--- config.mk ---
export PLATFORM = sky130hd
export DESIGN_NAME = wsa_cache
export DESIGN_NICKNAME = d
export VERILOG_FILES = /design/src/rtl/wsa_cache_pkg.sv /design/src/rtl/wsa_tag_match.sv /design/src/rtl/wsa_victim.sv /design/src/rtl/wsa_cache.sv
export SDC_FILE = /design/constraint.sdc
export NUM_CORES = 1
export LEC_CHECK = 0
export BUFFER_PORTS_ARGS = -buffer_cell sky130_fd_sc_hd__buf_4
export CAP_MARGIN = 10
export CORE_MARGIN = 2
export CORE_UTILIZATION = 60
export CTS_BUF_LIST = sky130_fd_sc_hd__clkbuf_4
export DETAILED_ROUTE_END_ITERATION = 6
export HOLD_SLACK_MARGIN = 0.02
export PLACE_DENSITY = 0.84
export SLEW_MARGIN = 10
export SYNTH_ARGS = -nofsm -noshare
export SYNTH_HDL_FRONTEND = slang
export SYNTH_SLANG_ARGS = --single-unit
--- constraint.sdc ---
create_clock -name clk -period 6.48 [get_ports clk]
set_clock_uncertainty 0.2 [all_clocks]
set_input_delay 0 -clock clk [delete_from_list [all_inputs] [get_ports clk]]
set_output_delay 0 -clock clk [all_outputs]
set_load 0.01 [all_outputs]
--- src/rtl/wsa_cache_pkg.sv ---
package wsa_cache_pkg;

  // Associativity is fixed: the replacement state is a single bit per set.
  localparam int WAYS = 2;

  typedef enum logic [1:0] {
    ST_IDLE  = 2'd0,  // lookup, hits answered here
    ST_EVICT = 2'd1,  // dirty victim going out to memory
    ST_FILL  = 2'd2,  // requested word coming in
    ST_WTHRU = 2'd3   // write-through memory write
  } ctl_state_t;

endpackage

--- src/rtl/wsa_tag_match.sv ---
module wsa_tag_match #(
  parameter int WAYS  = 2,
  parameter int TAG_W = 7,
  parameter int WAY_W = 1
) (
  input  logic [WAYS-1:0]       way_valid,
  input  logic [WAYS*TAG_W-1:0] way_tags,
  input  logic [TAG_W-1:0]      look_tag,
  output logic                  hit,
  output logic [WAY_W-1:0]      hit_way
);

  logic [WAYS-1:0] match;

  // one comparator per way, all working on the same set at once
  generate
    for (genvar w = 0; w < WAYS; w++) begin : g_cmp
      assign match[w] = way_valid[w] && (way_tags[w*TAG_W +: TAG_W] == look_tag);
    end
  endgenerate

  assign hit = |match;

  always_comb begin
    hit_way = '0;
    for (int w = WAYS - 1; w >= 0; w--) begin
      if (match[w]) hit_way = WAY_W'(w);
    end
  end

endmodule

--- src/rtl/wsa_victim.sv ---
module wsa_victim #(
  parameter int WAYS  = 2,
  parameter int WAY_W = 1
) (
  input  logic [WAYS-1:0]  way_valid,
  input  logic [WAY_W-1:0] lru_way,
  output logic [WAY_W-1:0] victim
);

  // lowest empty way wins; only a full set falls back to recency
  always_comb begin
    victim = lru_way;
    for (int w = WAYS - 1; w >= 0; w--) begin
      if (!way_valid[w]) victim = WAY_W'(w);
    end
  end

endmodule

--- src/rtl/wsa_cache.sv ---
module wsa_cache
  import wsa_cache_pkg::*;
#(
  parameter int ADDR_W     = 8,
  parameter int DATA_W     = 32,
  parameter int SETS       = 2,
  parameter bit WRITE_BACK = 1'b1
) (
  input  logic              clk,
  input  logic              rst_n,
  input  logic              req_valid,
  output logic              req_ready,
  input  logic              req_we,
  input  logic [ADDR_W-1:0] req_addr,
  input  logic [DATA_W-1:0] req_wdata,
  output logic              rsp_valid,
  output logic              rsp_hit,
  output logic [DATA_W-1:0] rsp_data,
  output logic              mem_valid,
  output logic              mem_we,
  output logic [ADDR_W-1:0] mem_addr,
  output logic [DATA_W-1:0] mem_wdata,
  input  logic              mem_ack,
  input  logic [DATA_W-1:0] mem_rdata
);

  localparam int IDX_W = $clog2(SETS);
  localparam int TAG_W = ADDR_W - IDX_W;
  localparam int WAY_W = $clog2(WAYS);

  // ---------------- storage ----------------
  logic [TAG_W-1:0]  tag_q   [WAYS][SETS];
  logic [DATA_W-1:0] data_q  [WAYS][SETS];
  logic [SETS-1:0]   valid_q [WAYS];
  logic [SETS-1:0]   dirty_q [WAYS];
  logic [WAY_W-1:0]  lru_q   [SETS];   // names the least recent way

  // ---------------- held request ----------------
  ctl_state_t        state_q;
  logic              q_we;
  logic              q_hit;
  logic [ADDR_W-1:0] q_addr;
  logic [DATA_W-1:0] q_wdata;
  logic [WAY_W-1:0]  q_way;
  logic [IDX_W-1:0]  q_idx;

  assign q_idx = q_addr[IDX_W-1:0];

  // ---------------- lookup ----------------
  logic [IDX_W-1:0]      lk_idx;
  logic [TAG_W-1:0]      lk_tag;
  logic [WAYS-1:0]       set_valid;
  logic [WAYS*TAG_W-1:0] set_tags;
  logic                  hit;
  logic [WAY_W-1:0]      hit_way;
  logic [WAY_W-1:0]      vict_way;
  logic                  vict_dirty;

  assign lk_idx = req_addr[IDX_W-1:0];
  assign lk_tag = req_addr[ADDR_W-1:IDX_W];

  always_comb begin
    for (int w = 0; w < WAYS; w++) begin
      set_valid[w]                 = valid_q[w][lk_idx];
      set_tags[w*TAG_W +: TAG_W]   = tag_q[w][lk_idx];
    end
  end

  wsa_tag_match #(
    .WAYS (WAYS),
    .TAG_W(TAG_W),
    .WAY_W(WAY_W)
  ) u_match (
    .way_valid(set_valid),
    .way_tags (set_tags),
    .look_tag (lk_tag),
    .hit      (hit),
    .hit_way  (hit_way)
  );

  wsa_victim #(
    .WAYS (WAYS),
    .WAY_W(WAY_W)
  ) u_victim (
    .way_valid(set_valid),
    .lru_way  (lru_q[lk_idx]),
    .victim   (vict_way)
  );

  assign vict_dirty = WRITE_BACK && set_valid[vict_way] && dirty_q[vict_way][lk_idx];

  // ---------------- control strobes ----------------
  logic              accept;
  logic              hit_touch;
  logic              hit_write;
  logic              fill_done;
  logic [DATA_W-1:0] fill_word;

  assign req_ready = (state_q == ST_IDLE);
  assign accept    = req_valid && req_ready;
  assign hit_touch = accept && hit;
  assign hit_write = hit_touch && req_we;
  assign fill_done = (state_q == ST_FILL) && mem_ack;
  assign fill_word = q_we ? q_wdata : mem_rdata;   // write-allocate merge

  // ---------------- state bits with reset ----------------
  always_ff @(posedge clk) begin
    if (!rst_n) begin
      for (int w = 0; w < WAYS; w++) begin
        valid_q[w] <= '0;
        dirty_q[w] <= '0;
      end
      for (int s = 0; s < SETS; s++) lru_q[s] <= '0;
    end else begin
      if (hit_touch) begin
        lru_q[lk_idx] <= ~hit_way;
        if (hit_write && WRITE_BACK) dirty_q[hit_way][lk_idx] <= 1'b1;
      end
      if (fill_done) begin
        valid_q[q_way][q_idx] <= 1'b1;
        dirty_q[q_way][q_idx] <= WRITE_BACK && q_we;
        lru_q[q_idx]          <= ~q_way;
      end
    end
  end

  // ---------------- tag and data arrays ----------------
  always_ff @(posedge clk) begin
    if (hit_write) data_q[hit_way][lk_idx] <= req_wdata;
    if (fill_done) begin
      tag_q[q_way][q_idx]  <= q_addr[ADDR_W-1:IDX_W];
      data_q[q_way][q_idx] <= fill_word;
    end
  end

  // ---------------- sequencer ----------------
  always_ff @(posedge clk) begin
    if (!rst_n) begin
      state_q   <= ST_IDLE;
      rsp_valid <= 1'b0;
      rsp_hit   <= 1'b0;
      rsp_data  <= '0;
      q_we      <= 1'b0;
      q_hit     <= 1'b0;
      q_addr    <= '0;
      q_wdata   <= '0;
      q_way     <= '0;
    end else begin
      rsp_valid <= 1'b0;
      unique case (state_q)
        ST_IDLE: begin
          if (accept) begin
            q_we    <= req_we;
            q_hit   <= hit;
            q_addr  <= req_addr;
            q_wdata <= req_wdata;
            q_way   <= vict_way;
            if (req_we && !WRITE_BACK) begin
              state_q <= ST_WTHRU;
            end else if (hit) begin
              rsp_valid <= 1'b1;
              rsp_hit   <= 1'b1;
              rsp_data  <= req_we ? req_wdata : data_q[hit_way][lk_idx];
            end else if (vict_dirty) begin
              state_q <= ST_EVICT;
            end else begin
              state_q <= ST_FILL;
            end
          end
        end
        ST_EVICT: if (mem_ack) state_q <= ST_FILL;
        ST_FILL: begin
          if (mem_ack) begin
            rsp_valid <= 1'b1;
            rsp_hit   <= 1'b0;
            rsp_data  <= fill_word;
            state_q   <= ST_IDLE;
          end
        end
        ST_WTHRU: begin
          if (mem_ack) begin
            rsp_valid <= 1'b1;
            rsp_hit   <= q_hit;
            rsp_data  <= q_wdata;
            state_q   <= ST_IDLE;
          end
        end
        default: state_q <= ST_IDLE;
      endcase
    end
  end

  // ---------------- memory port ----------------
  logic evicting;
  assign evicting  = (state_q == ST_EVICT);
  assign mem_valid = (state_q != ST_IDLE);
  assign mem_we    = evicting || (state_q == ST_WTHRU);
  assign mem_addr  = evicting ? {tag_q[q_way][q_idx], q_idx} : q_addr;
  assign mem_wdata = evicting ? data_q[q_way][q_idx] : q_wdata;

endmodule

### After elaboration in Yosys (flattened, before gate mapping)

Memory sizes are Yosys's and may differ from the RTL's. A register that Yosys moved wholly into a read port is not among the register bits.
Index checks and enable logic that the tools add are counted.

* flip-flop bits (word level): 79
* bits in writable memories: 166
* input bits: 77
* memories kept: 5

Memory list
* data_q: words 2, width 64, rd ports 2, clocked after Yosys merged registers in 1, wr ports 1, RTL line wsa_cache.sv:33 `logic [DATA_W-1:0] data_q [WAYS][SETS];`
* tag_q: words 2, width 14, rd ports 3, clocked after Yosys merged registers in 1, wr ports 1, RTL line wsa_cache.sv:32 `logic [TAG_W-1:0] tag_q [WAYS][SETS];`
* dirty_q: words 2, width 2, rd ports 1, clocked after Yosys merged registers in 0, wr ports 2, RTL line wsa_cache.sv:35 `logic [SETS-1:0] dirty_q [WAYS];`
* valid_q: words 2, width 2, rd ports 2, clocked after Yosys merged registers in 0, wr ports 2, RTL line wsa_cache.sv:34 `logic [SETS-1:0] valid_q [WAYS];`
* lru_q: words 2, width 1, rd ports 1, clocked after Yosys merged registers in 0, wr ports 2, RTL line wsa_cache.sv:36 `logic [WAY_W-1:0] lru_q [SETS];`

* $lt $le $gt $ge: 9
* eq/ne operators: 12
* multiplexer cells: 98
* bitwise operators: 4
* reduce and logical (&&, ||, !) cells: 26

Operators by type and width (number)
* 32-bit two-way mux: 15
* 64-bit two-way mux: 4
* 32-bit case mux with 3 select lines: 1
* 7-bit two-way mux: 10
* 32-bit demux with 1-bit select: 2
* 64-bit OR reduction: 1
* 1-bit two-way mux: 45
* 2-bit two-way mux: 13
* 7-bit == test: 2
* 14-bit two-way mux: 1
* 1-bit logical AND: 11
* 2-bit OR reduction: 5
* 8-bit two-way mux: 1
* 2-bit != test (second input constant): 4
* 7-bit demux with 1-bit select: 1
* 1-bit by 2-bit < comparator with 1-bit output (second input constant): 3
* 2-bit by 1-bit != test with 1-bit output (second input constant): 3
* 2-bit case mux with 3 select lines: 1
* 5-bit AND reduction: 1
* 2-bit == test (second input constant): 2
* 2-bit >= comparator (second input constant): 2
* 2-bit by 1-bit < comparator with 1-bit output (second input constant): 2
* 1-bit NOT with 2-bit output: 2
* 4-bit AND reduction: 1
* other kinds (12): 16

### Logic depth before layout (Yosys ltp)

* depth after elaboration: 16
* depth in mapped cells: 12
* mapped depth without buffers: 7

### By module

A second synthesis with hierarchy kept.

* cells, all modules: 1050
* area total of the unflattened synthesis: 12529.5 um^2

Modules (own cells, without submodules)
* wsa_cache: instances 1, cells each 1026, area an instance 12354.3 um^2
* wsa_tag_match: instances 1, cells each 22, area an instance 163.9 um^2
* wsa_victim: instances 1, cells each 2, area an instance 11.3 um^2

### Worst setup path before layout

OpenSTA, ideal clock, no wires.

* kind: reg2reg
* start: memory tag_q[0][12] in the netlist's numbering
* end: memory data_q[1][0] in the netlist's numbering (enable)
* arrival time: 3.189 ns
* path slack: 2.670 ns
* cell stages (with the launch flop): 9
* buffers on the path: 1
* period minus slack after synthesis: 3.810 ns
* path through: edfxtp_1 > nor3b_1 > a311o_1 > nand4_1 > or2_2 > clkbuf_1 > a21oi_2 > a32oi_1 > nor2_1

RTL lines (RTL line)
* start: declaration: wsa_cache.sv:32
* end: declaration: wsa_cache.sv:33

### Worst setup path in the final report

* start: input req_addr[0]
* end: register rsp_data[13]

* word-level cells in the longest chain between the ends: 16

RTL lines
* start: declaration: RTL line wsa_cache.sv:14 `input logic [ADDR_W-1:0] req_addr,`
* 1-bit NOT with 2-bit output (not written as such): RTL line wsa_cache.sv:65, wsa_cache.sv:163
* 7-bit two-way mux (not written as such) (3 in series): RTL line wsa_cache.sv:65 `set_tags[w*TAG_W +: TAG_W] = tag_q[w][lk_idx];`
* 7-bit == test: RTL line wsa_tag_match.sv:18 `assign match[w] = way_valid[w] && (way_tags[w*TAG_W +: TAG_W] == look_tag);`
* 1-bit logical AND: RTL line wsa_tag_match.sv:18
* 1-bit two-way mux (2 in series): RTL line wsa_tag_match.sv:27 `if (match[w]) hit_way = WAY_W'(w);`
* memory 2 x 64 bit
* 32-bit two-way mux (not written as such) (3 in series): RTL line wsa_cache.sv:163 `rsp_data <= req_we ? req_wdata : data_q[hit_way][lk_idx];`
* 32-bit two-way mux: RTL line wsa_cache.sv:163
* 32-bit two-way mux: RTL line wsa_cache.sv:160 `end else if (hit) begin`
* 32-bit two-way mux: RTL line wsa_cache.sv:152 `if (accept) begin`
* 32-bit case mux with 3 select lines: RTL line wsa_cache.sv:150 `unique case (state_q)`
* end signal: assignment: RTL line wsa_cache.sv:163
* end signal: assignment: RTL line wsa_cache.sv:176 `rsp_data <= fill_word;`
* end signal: assignment: RTL line wsa_cache.sv:184 `rsp_data <= q_wdata;`
* end: declaration: RTL line wsa_cache.sv:18 `output logic [DATA_W-1:0] rsp_data,`

Several ways; a longest one is shown, not always the timed one. The select of a mux whose other input is x is not followed.
A chain may end at the register's enable or synchronous reset.

==> metrics <==
post-synth top area cell edfxtp_1; maximum VDD drop 0.000157 V; Max Fclk 211 MHz; drt drc 0; number of filler cells placed in the layout 1,019; Final min period 4750 ps; vias in the first global route 11,700; fraction of layout cells with a size suffix above 1 27.7%; outcome completed; post-route cell area 16,300 um^2; Crit Path Category input port to register; Post-CTS Setup Bufs 0; gr usage total 38.0%; final hold viol count 0; Ys Warns 0; Routed Antenna Nets 0; gr ovfl total 0; CTS tree done; mapped cell area 12,400 um^2; Cells after Synth 1,066; global-route wire length before repair 63.7 mm; maximum buffer depth of the clock tree 3; first drt pass iteration count 6; most frequent cells in the layout dlygate4sd3_1 (183), buf_4 (167), edfxtp_1 (160); register area share after synthesis 52.7%; Die Height 148 um; clk_lat worst skew 720 ps; H-Tree Depth 2; Placement Cell Area 13,700 um^2; IO Port Bufs 153; CTS Sinks 246; fin nets 1,466; pwr dens 227 nW/um^2; synthesized area per cell 11.6 um^2; WP data required 6930 ps; WP data arrival 5200 ps; largest net degree at the start of global routing 71; CTS clk-pin slew, worst paths 70 ps; post-synth top area share 38.8%; maxcap violations 0; commonest non-fill, non-tap cell in the layout dlygate4sd3_1; cts-stage hold buffer count 183; Clock Tree Root clkbuf_4; clock buffer count from CTS 60; largest cells by area after synthesis edfxtp_1 (39%), dfxtp_1 (14%), mux4_2 (7.1%), mux2i_1 (7.0%), nand2_1 (4.5%); gpl congestion 0.834; flip-flop and latch area 6530 um^2; commonest register cell after synthesis edfxtp_1; Pleak 0.00617 uW; setup TNS 0 ps; FF+latch count, synth 246; Tcrit/Tclk final 73.2%; initial antenna violation count 2; Core Region 20,200 um^2; full die area 21,800 um^2; Syn Nets 1,143; normalized max-slew margin 14.6%; count of pins over their slew limit 0; critical path startpoint category input port; DRT Wirelength 42.0 mm; post-DP HPWL 20.1 mm; Site Rows 52; Starting Density 61.2%; EDFF count, synth 160; count of cell types in the netlist 56; Area Growth Syn to Fin 31.9%; width of the die 148 um; Max Fanout on Critical Path 55; DR vias 11,400; worst-margin pin slew 1280 ps; mean routed wirelength per cell 24.5 um; Async SR Flop Fraction 0%; RSZ-0062 raised after global routing false; post-cts repair resize count 0; CP Capture Type register; Avg Vias per Cell 6.64; Top Ports 154; # setup viols final 0; HP Class input port to register; multi-input logic area 5540 um^2; Iteration-0 DRC Markers 1,451
## path summary, 6_finish.rpt
| kind | cells after the start | endpoint | from | slack, ps |
|---|---|---|---|---|
| worst max-delay path | 13 | rsp_data[13] | req_addr[0] | 1730 |
| worst min-delay path | 4 | state_q[0] | mem_ack | 50 |
| worst max register to register | 9 | rsp_data[13] | state_q[0] | 1920 |
| worst min register to register | 2 | lru_q[0] | lru_q[0] | 270 |
## routing by layer
layer	routed length (um)	global-route usage, %
met4	2220	21.6
met5	0	0
met2	20800	64.2
met3	4550	7.78
met1	14400	45.6
## cells by family (layout without fill, tap and decap cells)
group                  after synthesis  after routing  share of synthesized area (%)
AND/OR/NAND/NOR                    330            330                           12.0
flip-flops                         246            246                           52.7
AO/OA/AOI/OAI                      212            212                           12.6
multiplexers                       171            171                           18.6
buffers and inverters               95            468                           3.33
XOR/XNOR                            12             12                          0.848
other                                0              2                              0
## registers in the layout (all words and copies together), names as in the netlist, 2 cells and up, named ones only
signal and flops:
state_q 2, data_q 128, rsp_data 32, lru_q 2, q_wdata 32, tag_q 28
valid_q 4, dirty_q 4, q_addr 8
## final cells by class
cell class	count	area share, %
clock buffer	95	4.36
inverter	5	0.115
timing repair buffer	351	19.0
antenna	2	0.0306
multi-input combinational	725	33.9
sequential	246	39.9
clock inverter	17	0.559
tap	270	2.07
## synth_stat cells, types with 2 or more instances
cell       instances
inv_1              5
mux4_2            39
nand2_1          149
clkbuf_1          67
mux4_1             3
nor3b_1            2
a31oi_1            4
a21oi_1           70
mux2_2            42
nand2b_1           6
nor3_1            48
nand4_1            2
o21ai_0           72
and3_1            31
buf_2              8
nor2_1            62
xnor2_1            6
xor2_1             6
buf_6              3
a2111oi_4          6
buf_4              2
o211ai_1           4
a32oi_1            3
edfxtp_1         160
o311ai_0          13
mux2i_1           87
a2111oi_1          2
and2_1             4
nor4_4             2
dfxtp_1           86
nand3_1           19
a2111oi_2         21
buf_1              9
## worst max-delay path, stage by stage
cell and delay (ps):
dlygate4sd3_1 530, buf_4 500, buf_4 660, mux2i_1 320, xnor2_1 130, nor4_4 460, nand2_2 180, a21oi_4 200
buf_4 520, o311ai_0 250, dlygate4sd3_1 670, nor3_1 170, dlygate4sd3_1 580
## stage by stage
stage / power [uW] / hold slack, ps / utilization (%) / cells / worst slack [ps]
global route: 3800 / 60.3 / 80.8 / 1710 / 1560
finish: 3700 / 46.7 / 80.8 / 1711 / 1730
floorplan: 2050 / -64.0 / - / 1066 / 2670
detailed placement: 2220 / 71.8 / 67.6 / 1413 / 2020
global placement: 2210 / 65.7 / 67.6 / 1413 / 2150
CTS: 3620 / 31.8 / 80.6 / 1708 / 2010
## power breakdown
group          leakage, uW  total (uW)  switching [uW]  internal (uW)
Combinational      0.00354         551             290            261
Sequential         0.00215        1770            42.8           1730
Clock             0.000481        1380             677            703
Note: power is estimated with default switching activity, not from simulation.
